==> src/rtl/cbu_pkg.sv <==
package cbu_pkg;
  typedef enum logic [2:0] {
    ST_SPEC   = 3'd0,
    ST_WAIT   = 3'd1,
    ST_OVWAIT = 3'd2,
    ST_DRAIN  = 3'd3,
    ST_SOLO   = 3'd4
  } cbu_state_e;
endpackage

==> src/rtl/cbu_readset.sv <==
module cbu_readset #(
  parameter int LINES  = 64,
  parameter int ADDR_W = 12
) (
  input  logic              clk,
  input  logic              rst_n,
  input  logic              set_en,
  input  logic [ADDR_W-1:0] set_addr,
  input  logic              clr,
  input  logic [ADDR_W-1:0] q_addr,
  output logic              q_hit,
  output logic              any
);
  localparam int IDX_W = $clog2(LINES);

  logic [LINES-1:0] bits_q, bits_d;
  logic [IDX_W-1:0] set_idx, q_idx;

  function automatic logic [IDX_W-1:0] fold(input logic [ADDR_W-1:0] a);
    logic [IDX_W-1:0] r;
    r = '0;
    for (int b = 0; b < ADDR_W; b++) r[b % IDX_W] = r[b % IDX_W] ^ a[b];
    return r;
  endfunction

  assign set_idx = fold(set_addr);
  assign q_idx   = fold(q_addr);
  assign q_hit   = bits_q[q_idx];
  assign any     = |bits_q;

  always_comb begin
    bits_d = bits_q;
    if (clr)         bits_d = '0;
    else if (set_en) bits_d[set_idx] = 1'b1;
  end

  always_ff @(posedge clk or negedge rst_n) begin
    if (!rst_n) bits_q <= '0;
    else        bits_q <= bits_d;
  end

  // a clear always leaves the read set empty in the next cycle
  assert_clear_empties_R6: assert property (@(posedge clk) disable iff (!rst_n)
    clr |=> !any);
endmodule

==> src/rtl/cbu_wbuf.sv <==
module cbu_wbuf #(
  parameter int DEPTH  = 4,
  parameter int ADDR_W = 12,
  parameter int DATA_W = 32
) (
  input  logic                     clk,
  input  logic                     rst_n,
  input  logic                     wr_en,
  input  logic [ADDR_W-1:0]        wr_addr,
  input  logic [DATA_W-1:0]        wr_data,
  input  logic                     clr,
  output logic                     hit,
  output logic                     full,
  output logic [$clog2(DEPTH+1)-1:0] cnt,
  input  logic [((DEPTH>1)?$clog2(DEPTH):1)-1:0] rd_idx,
  output logic [ADDR_W-1:0]        rd_addr,
  output logic [DATA_W-1:0]        rd_data
);
  localparam int CNT_W = $clog2(DEPTH+1);
  localparam int PTR_W = (DEPTH > 1) ? $clog2(DEPTH) : 1;

  logic [ADDR_W-1:0] addr_q [DEPTH];
  logic [ADDR_W-1:0] addr_d [DEPTH];
  logic [DATA_W-1:0] data_q [DEPTH];
  logic [DATA_W-1:0] data_d [DEPTH];
  logic [CNT_W-1:0]  cnt_q, cnt_d;
  logic [DEPTH-1:0]  match;
  logic [PTR_W-1:0]  hit_idx;

  genvar g;
  generate
    for (g = 0; g < DEPTH; g++) begin : g_cmp
      assign match[g] = (CNT_W'(g) < cnt_q) && (addr_q[g] == wr_addr);
    end
  endgenerate

  always_comb begin
    hit_idx = '0;
    for (int i = DEPTH - 1; i >= 0; i--) if (match[i]) hit_idx = PTR_W'(i);
  end

  assign hit     = |match;
  assign full    = (cnt_q == CNT_W'(DEPTH));
  assign cnt     = cnt_q;
  assign rd_addr = addr_q[rd_idx];
  assign rd_data = data_q[rd_idx];

  always_comb begin
    cnt_d  = cnt_q;
    addr_d = addr_q;
    data_d = data_q;
    if (clr) begin
      cnt_d = '0;
    end else if (wr_en) begin
      if (hit) begin
        data_d[hit_idx] = wr_data;
      end else if (!full) begin
        addr_d[cnt_q[PTR_W-1:0]] = wr_addr;
        data_d[cnt_q[PTR_W-1:0]] = wr_data;
        cnt_d = cnt_q + CNT_W'(1);
      end
    end
  end

  always_ff @(posedge clk or negedge rst_n) begin
    if (!rst_n) begin
      cnt_q <= '0;
      for (int i = 0; i < DEPTH; i++) begin
        addr_q[i] <= '0;
        data_q[i] <= '0;
      end
    end else begin
      cnt_q  <= cnt_d;
      addr_q <= addr_d;
      data_q <= data_d;
    end
  end

  assert_fill_bound_R10: assert property (@(posedge clk) disable iff (!rst_n)
    cnt_q <= CNT_W'(DEPTH));
  // the controller never hands over a store that has no entry
  assert_no_lost_store_R10: assert property (@(posedge clk) disable iff (!rst_n)
    (wr_en && !clr) |-> (hit || !full));
endmodule

==> src/rtl/cbu_ctrl.sv <==
module cbu_ctrl
  import cbu_pkg::*;
#(
  parameter int DEPTH = 4
) (
  input  logic                     clk,
  input  logic                     rst_n,
  input  logic                     cpu_valid,
  input  logic                     cpu_write,
  input  logic                     cpu_commit,
  input  logic                     snoop_hit,
  input  logic                     wb_hit,
  input  logic                     wb_full,
  input  logic [$clog2(DEPTH+1)-1:0] wb_cnt,
  input  logic                     bus_gnt,
  output logic                     cpu_ready,
  output logic                     bus_req,
  output logic                     rs_set,
  output logic                     rs_clr,
  output logic                     wb_wr,
  output logic                     wb_clr,
  output logic [((DEPTH>1)?$clog2(DEPTH):1)-1:0] rd_idx,
  output logic                     out_valid,
  output logic                     out_from_buf,
  output logic                     abort,
  output logic                     tx_done
);
  localparam int CNT_W = $clog2(DEPTH+1);
  localparam int PTR_W = (DEPTH > 1) ? $clog2(DEPTH) : 1;

  cbu_state_e       st_q, st_d;
  logic [CNT_W-1:0] ptr_q, ptr_d;
  logic             solo_q, solo_d;
  logic             abort_q, abort_d, done_q, done_d;
  logic             ovf, cmt, exposed, conflict, acc, last;

  assign ovf      = cpu_valid && cpu_write && !wb_hit && wb_full;
  assign cmt      = cpu_commit && !cpu_valid;
  assign exposed  = (st_q == ST_SPEC) || (st_q == ST_WAIT) || (st_q == ST_OVWAIT);
  assign conflict = snoop_hit && exposed;
  assign cpu_ready = ((st_q == ST_SPEC) && !ovf) || (st_q == ST_SOLO);
  assign acc      = cpu_valid && cpu_ready && !conflict;
  assign rs_set   = acc && !cpu_write;
  assign wb_wr    = acc && cpu_write && (st_q == ST_SPEC);
  assign last     = (ptr_q + CNT_W'(1)) == wb_cnt;
  assign rd_idx   = ptr_q[PTR_W-1:0];
  assign out_from_buf = (st_q == ST_DRAIN);
  assign out_valid = out_from_buf || ((st_q == ST_SOLO) && cpu_valid && cpu_write);
  assign bus_req  = (st_q != ST_SPEC);
  assign abort    = abort_q;
  assign tx_done  = done_q;

  always_comb begin
    st_d    = st_q;
    ptr_d   = ptr_q;
    solo_d  = solo_q;
    abort_d = 1'b0;
    done_d  = 1'b0;
    rs_clr  = 1'b0;
    wb_clr  = 1'b0;
    unique case (st_q)
      ST_SPEC: begin
        if (conflict) begin
          abort_d = 1'b1; rs_clr = 1'b1; wb_clr = 1'b1;
        end else if (ovf) begin
          st_d = ST_OVWAIT;
        end else if (cmt) begin
          if (wb_cnt == '0) begin
            done_d = 1'b1; rs_clr = 1'b1;
          end else begin
            st_d = ST_WAIT;
          end
        end
      end
      ST_WAIT, ST_OVWAIT: begin
        if (conflict) begin
          st_d = ST_SPEC; abort_d = 1'b1; rs_clr = 1'b1; wb_clr = 1'b1;
        end else if (bus_gnt) begin
          st_d   = ST_DRAIN;
          ptr_d  = '0;
          solo_d = (st_q == ST_OVWAIT);
        end
      end
      ST_DRAIN: begin
        if (last) begin
          wb_clr = 1'b1;
          if (solo_q) begin
            st_d = ST_SOLO;
          end else begin
            st_d = ST_SPEC; done_d = 1'b1; rs_clr = 1'b1;
          end
        end else begin
          ptr_d = ptr_q + CNT_W'(1);
        end
      end
      ST_SOLO: begin
        if (cmt) begin
          st_d = ST_SPEC; done_d = 1'b1; rs_clr = 1'b1;
        end
      end
      default: st_d = ST_SPEC;
    endcase
  end

  always_ff @(posedge clk or negedge rst_n) begin
    if (!rst_n) begin
      st_q    <= ST_SPEC;
      ptr_q   <= '0;
      solo_q  <= 1'b0;
      abort_q <= 1'b0;
      done_q  <= 1'b0;
    end else begin
      st_q    <= st_d;
      ptr_q   <= ptr_d;
      solo_q  <= solo_d;
      abort_q <= abort_d;
      done_q  <= done_d;
    end
  end

  assert_abort_pulse_R2: assert property (@(posedge clk) disable iff (!rst_n)
    abort_q |=> !abort_q);
  assert_held_no_abort_R9: assert property (@(posedge clk) disable iff (!rst_n)
    ((st_q == ST_DRAIN) || (st_q == ST_SOLO)) |=> !abort_q);
  assert_done_vs_abort_R5: assert property (@(posedge clk) disable iff (!rst_n)
    !(abort_q && done_q));
  assert_release_after_done_R5: assert property (@(posedge clk) disable iff (!rst_n)
    done_q |-> !bus_req);
endmodule

==> src/rtl/commit_bcast_unit.sv <==
module commit_bcast_unit #(
  parameter int ADDR_W   = 12,
  parameter int DATA_W   = 32,
  parameter int LINES    = 64,
  parameter int WB_DEPTH = 4
) (
  input  logic              clk,
  input  logic              rst_n,
  input  logic              cpu_valid,
  input  logic              cpu_write,
  input  logic [ADDR_W-1:0] cpu_addr,
  input  logic [DATA_W-1:0] cpu_wdata,
  input  logic              cpu_commit,
  output logic              cpu_ready,
  output logic              bus_req,
  input  logic              bus_gnt,
  input  logic              bc_in_valid,
  input  logic [ADDR_W-1:0] bc_in_addr,
  output logic              bc_out_valid,
  output logic [ADDR_W-1:0] bc_out_addr,
  output logic [DATA_W-1:0] bc_out_data,
  output logic              abort,
  output logic              tx_done
);
  localparam int CNT_W = $clog2(WB_DEPTH+1);
  localparam int PTR_W = (WB_DEPTH > 1) ? $clog2(WB_DEPTH) : 1;

  logic              rs_set, rs_clr, rs_hit, rs_any;
  logic              wb_wr, wb_clr, wb_hit, wb_full;
  logic [CNT_W-1:0]  wb_cnt;
  logic [PTR_W-1:0]  rd_idx;
  logic [ADDR_W-1:0] rd_addr;
  logic [DATA_W-1:0] rd_data;
  logic              from_buf;

  cbu_readset #(.LINES(LINES), .ADDR_W(ADDR_W)) u_rs (
    .clk(clk), .rst_n(rst_n), .set_en(rs_set), .set_addr(cpu_addr),
    .clr(rs_clr), .q_addr(bc_in_addr), .q_hit(rs_hit), .any(rs_any)
  );

  cbu_wbuf #(.DEPTH(WB_DEPTH), .ADDR_W(ADDR_W), .DATA_W(DATA_W)) u_wb (
    .clk(clk), .rst_n(rst_n), .wr_en(wb_wr), .wr_addr(cpu_addr),
    .wr_data(cpu_wdata), .clr(wb_clr), .hit(wb_hit), .full(wb_full),
    .cnt(wb_cnt), .rd_idx(rd_idx), .rd_addr(rd_addr), .rd_data(rd_data)
  );

  cbu_ctrl #(.DEPTH(WB_DEPTH)) u_ctrl (
    .clk(clk), .rst_n(rst_n), .cpu_valid(cpu_valid), .cpu_write(cpu_write),
    .cpu_commit(cpu_commit), .snoop_hit(bc_in_valid && rs_hit),
    .wb_hit(wb_hit), .wb_full(wb_full), .wb_cnt(wb_cnt), .bus_gnt(bus_gnt),
    .cpu_ready(cpu_ready), .bus_req(bus_req), .rs_set(rs_set), .rs_clr(rs_clr),
    .wb_wr(wb_wr), .wb_clr(wb_clr), .rd_idx(rd_idx), .out_valid(bc_out_valid),
    .out_from_buf(from_buf), .abort(abort), .tx_done(tx_done)
  );

  assign bc_out_addr = from_buf ? rd_addr : cpu_addr;
  assign bc_out_data = from_buf ? rd_data : cpu_wdata;

  // an abort leaves no read bit behind
  assert_abort_clean_R2: assert property (@(posedge clk) disable iff (!rst_n)
    abort |-> !rs_any);
  // a finished transaction starts the next one with an empty read set
  assert_done_clean_R6: assert property (@(posedge clk) disable iff (!rst_n)
    tx_done |-> !rs_any);
endmodule

==> config.mk <==
export PLATFORM = sky130hd
export DESIGN_NAME = commit_bcast_unit
export DESIGN_NICKNAME = d
export VERILOG_FILES = /design/src/rtl/cbu_pkg.sv /design/src/rtl/cbu_readset.sv /design/src/rtl/cbu_wbuf.sv /design/src/rtl/cbu_ctrl.sv /design/src/rtl/commit_bcast_unit.sv
export SDC_FILE = /design/constraint.sdc
export NUM_CORES = 1
export LEC_CHECK = 0
export BUFFER_PORTS_ARGS = -buffer_cell sky130_fd_sc_hd__buf_4
export CORE_UTILIZATION = 55
export CTS_CLUSTER_DIAMETER = 150
export CTS_CLUSTER_SIZE = 20
export DETAILED_ROUTE_END_ITERATION = 16
export PLACE_DENSITY = 0.74
export SLEW_MARGIN = 25
export SYNTH_ARGS = -nofsm -noshare
export SYNTH_HDL_FRONTEND = slang
export SYNTH_SLANG_ARGS = --single-unit
==> constraint.sdc <==
create_clock -name clk -period 3.2 [get_ports clk]
set_input_delay 0.48 -clock clk [delete_from_list [all_inputs] [get_ports clk]]
set_output_delay 0.48 -clock clk [all_outputs]
set_load 0.02 [all_outputs]
==> results.sh <==
export IMPL_stdcell_count=1567
export IMPL_clkPwrFrac=0.173
export IMPL_switching_share=0.358
export IMPL_fp_row_count=56
export IMPL_clock_sinks=252
export IMPL_synth_top_cell_area_share=0.482
export IMPL_antenna_cells=0
export IMPL_startpoint="u_wb.addr_q[33]"
export IMPL_report_final_slew_viol_count=0
export IMPL_crit_path_cell_trace="xor2_1, nor4_2, nand4_1, or3_4, a41o_1, buf_4, nand2_1, buf_4"
export IMPL_critPathMaxFanout=4
export IMPL_synthMostInstantiatedCell="dfrtp_1"
export IMPL_min_from="cpu_wdata[0]"
export IMPL_dieHeight_um=156
export IMPL_post_route_period_util=0.980
export IMPL_grt_pass1_wl_mm=48.3
export IMPL_drt_wl_total_mm=30.2
export IMPL_path_clk_slew_ns=0.09
export IMPL_syn2layout_area_growth_pct=16.1
export IMPL_drv_cap=0
export IMPL_vias=9095
export IMPL_coreArea_um2=23400
export IMPL_slowest_stage="or3_4"
export IMPL_power_frac_comb=0.426
export IMPL_viasPerCell=5.80
export IMPL_place_gp_congestion=0.846
export IMPL_io_pin_count=112
export IMPL_path_delay_family="simple AND/OR/NAND/NOR gates"
export IMPL_leakage_nw=7.20
export IMPL_synthCells=1123
export IMPL_worst_path_buf_inv=2
export IMPL_htreeDepth=1
export IMPL_antenna_left=0
export IMPL_place_inst=1544
export IMPL_antenna_found_initial=0
export IMPL_synth_common_cells="252 x dfrtp_1, 161 x nand2_1, 146 x mux2_2"
export IMPL_hold_violations=0
export IMPL_critical_path_class="flip-flop to output pin"
export IMPL_hp_class="input pin to flip-flop"
export IMPL_p_sw_mw=4.19
export IMPL_grt_usage=0.255
export IMPL_synthArstFlopShare=1.00
export IMPL_grt_pass1_vias=8967
export IMPL_clockBufferDepth=3
export IMPL_fmax_mhz=319
export IMPL_worst_pin_slew_ns=0.702
export IMPL_syn_avg_cell_area_um2=11.6
export IMPL_end_kind="output pin"
export IMPL_dr_pass1_iters=5
export IMPL_required_ns=2.72
export IMPL_netlist_top_cells_area="dfrtp_1 48%, mux2_2 13%, mux4_2 8.8%"
export IMPL_mappedNetlistNets=1191
export IMPL_synthDistinctLibCells=53
export IMPL_ir_worst_vdd_mv=0.522
export IMPL_detailed_place_hpwl_mm=20.0
export IMPL_cts_tree="built"
export IMPL_min_period_ns=3.14
export IMPL_crit_arrival_ns=2.66
export IMPL_sequentialPowerShare=0.401
export IMPL_max_stage_delay_ns=0.42
export IMPL_finalSetupViolations=0
export IMPL_synth_enable_flop_cells=0
export IMPL_yosys_warnings=0
export IMPL_cp_start_kind="flip-flop"
export IMPL_first_iter_violations=735
export IMPL_die_w_um=156
export IMPL_status="finished clean"
export IMPL_dominantRegCellSynth="dfrtp_1"
export IMPL_portBuffers=111
export IMPL_dpl_instance_area_um2=14700
export IMPL_grt_overflow_total=0
export IMPL_ys_ff_latch=252
export IMPL_initial_core_util=0.559
export IMPL_timing_rr_start="u_wb.addr_q[33]"
export IMPL_dieArea_um2=24400
export IMPL_netlist_area_um2=13100
export IMPL_worst_path_most_repeated_cell="buf_4"
export IMPL_final_net_count=1315
export IMPL_drc=0
export IMPL_cts_buffers_inserted=16
export IMPL_p_int_mw=7.50
export IMPL_slew_headroom=0.532
export IMPL_fin_area_um2=15200
export IMPL_synth_top_area_cell="dfrtp_1"
export IMPL_wl_per_cell_um=19.3
export IMPL_power_density_nw_per_um2=770
export IMPL_grt_max_degree=101
export IMPL_drive_gt1_frac=0.357
export IMPL_ys_seq_area_frac=0.482
export IMPL_clockRootBuffer="clkbuf_16"
export IMPL_finClkSkew_ns=0.0218
export IMPL_insertion_delay_ns=0.50
## flip-flops by register name, indices dropped and copies added (netlist names)
name / flops
u_wb.data_q: 128
u_ctrl.solo_q: 1
u_ctrl.tx_done: 1
u_rs.bits_q: 64
u_ctrl.ptr_q: 3
u_ctrl.st_q: 3
u_ctrl.abort: 1
u_wb.cnt: 3
u_wb.addr_q: 48
## cells by family after synthesis
| kind of cell | after synthesis | synth area share |
|---|---|---|
| compound gates | 97 | 0.0433 |
| xor+xnor | 73 | 0.0495 |
| fa+ha+maj | 5 | 0.00479 |
| buf+inv | 77 | 0.0293 |
| flops | 252 | 0.482 |
| mux | 238 | 0.268 |
| simple gates | 381 | 0.123 |
## layer usage
layer | GRT usage | vias up | share of wire
li1 | - | 4174 | -
met1 | 0.371 | 4601 | 0.45
met2 | 0.402 | 275 | 0.48
met3 | 0.0369 | 45 | 0.051
met4 | 0.0691 | 0 | 0.020
met5 | 0 | - | 0
## stage by stage
stage / power (mW) / setup TNS (ns) / hold slack [ns] / setup slack (ns) / utilization
2_1_floorplan: 8.01 / -1.40 / 0.184 / -0.0467 / -
3_3_place_gp: 9.53 / -22.51 / 0.362 / -0.258 / 0.627
3_5_place_dp: 9.69 / -29.83 / 0.364 / -0.315 / 0.627
4_1_cts: 11.7 / 0 / 0.240 / 0.0304 / 0.647
5_1_grt: 12.3 / -0.00864 / 0.246 / -0.00864 / 0.648
6_report: 11.7 / 0 / 0.257 / 0.0627 / 0.648
## placed cells by master (no fill, tap or decap), types with 6 or more instances in the layout
master | synthesis | routed
nand3_1 | 15 | 12
dfrtp_1 | 252 | 250
inv_1 | 7 | 7
nor3_1 | 9 | 7
nand2_1 | 161 | 161
buf_4 | 3 | 158
mux4_2 | 51 | 54
mux2_4 | 30 | 30
buf_12 | 3 | 16
clkbuf_16 | 0 | 17
mux4_1 | 9 | 6
nand2b_1 | 6 | 6
a21oi_1 | 68 | 68
nor2_1 | 144 | 143
xor2_1 | 40 | 39
mux2_2 | 146 | 146
nand4_1 | 16 | 16
xnor2_1 | 32 | 32
## area by class of cell
| cell class | instances | area, um2 |
|---|---|---|
| multi-input cells | 794 | 6470 |
| well taps | 319 | 399 |
| fillers | 1826 | 8230 |
| inverters | 7 | 26.3 |
| flip-flops and latches | 252 | 6310 |
| repair buffers | 176 | 1530 |
| clock inverters | 1 | 8.76 |
| clock buffers | 18 | 429 |
## repair_timing
item | 4_1_cts | 5_1_grt
pin swaps | 0 | 3
setup buffers | 0 | 3
endpoints found under the setup margin | 18 | 53
hold buffers | 1 | 0
resized for setup | 1 | 3
endpoints found under the hold margin | 30 | 0
## power groups by stage
stage / combinational (mW) / clock, mW / sequential (mW)
2_1_floorplan: 3.52 / 0 / 4.49
3_3_place_gp: 4.85 / 0 / 4.68
3_5_place_dp: 4.96 / 0 / 4.73
4_1_cts: 4.98 / 2.05 / 4.68
5_1_grt: 5.38 / 2.17 / 4.80
6_report: 4.98 / 2.02 / 4.69
## final timing paths
kind	to	slack (ns)	cells past startpoint
max	cpu_ready	0.06	8
min	u_wb.data_q[32]	0.26	2
min reg2reg	u_rs.bits_q[17]	0.50	2
min in group asynchronous	u_wb.data_q[21]	0.44	2
max in group asynchronous	u_wb.data_q[38]	1.91	3
max reg2reg	u_wb.data_q[94]	0.17	10
Power figures use the tool's default switching activity.
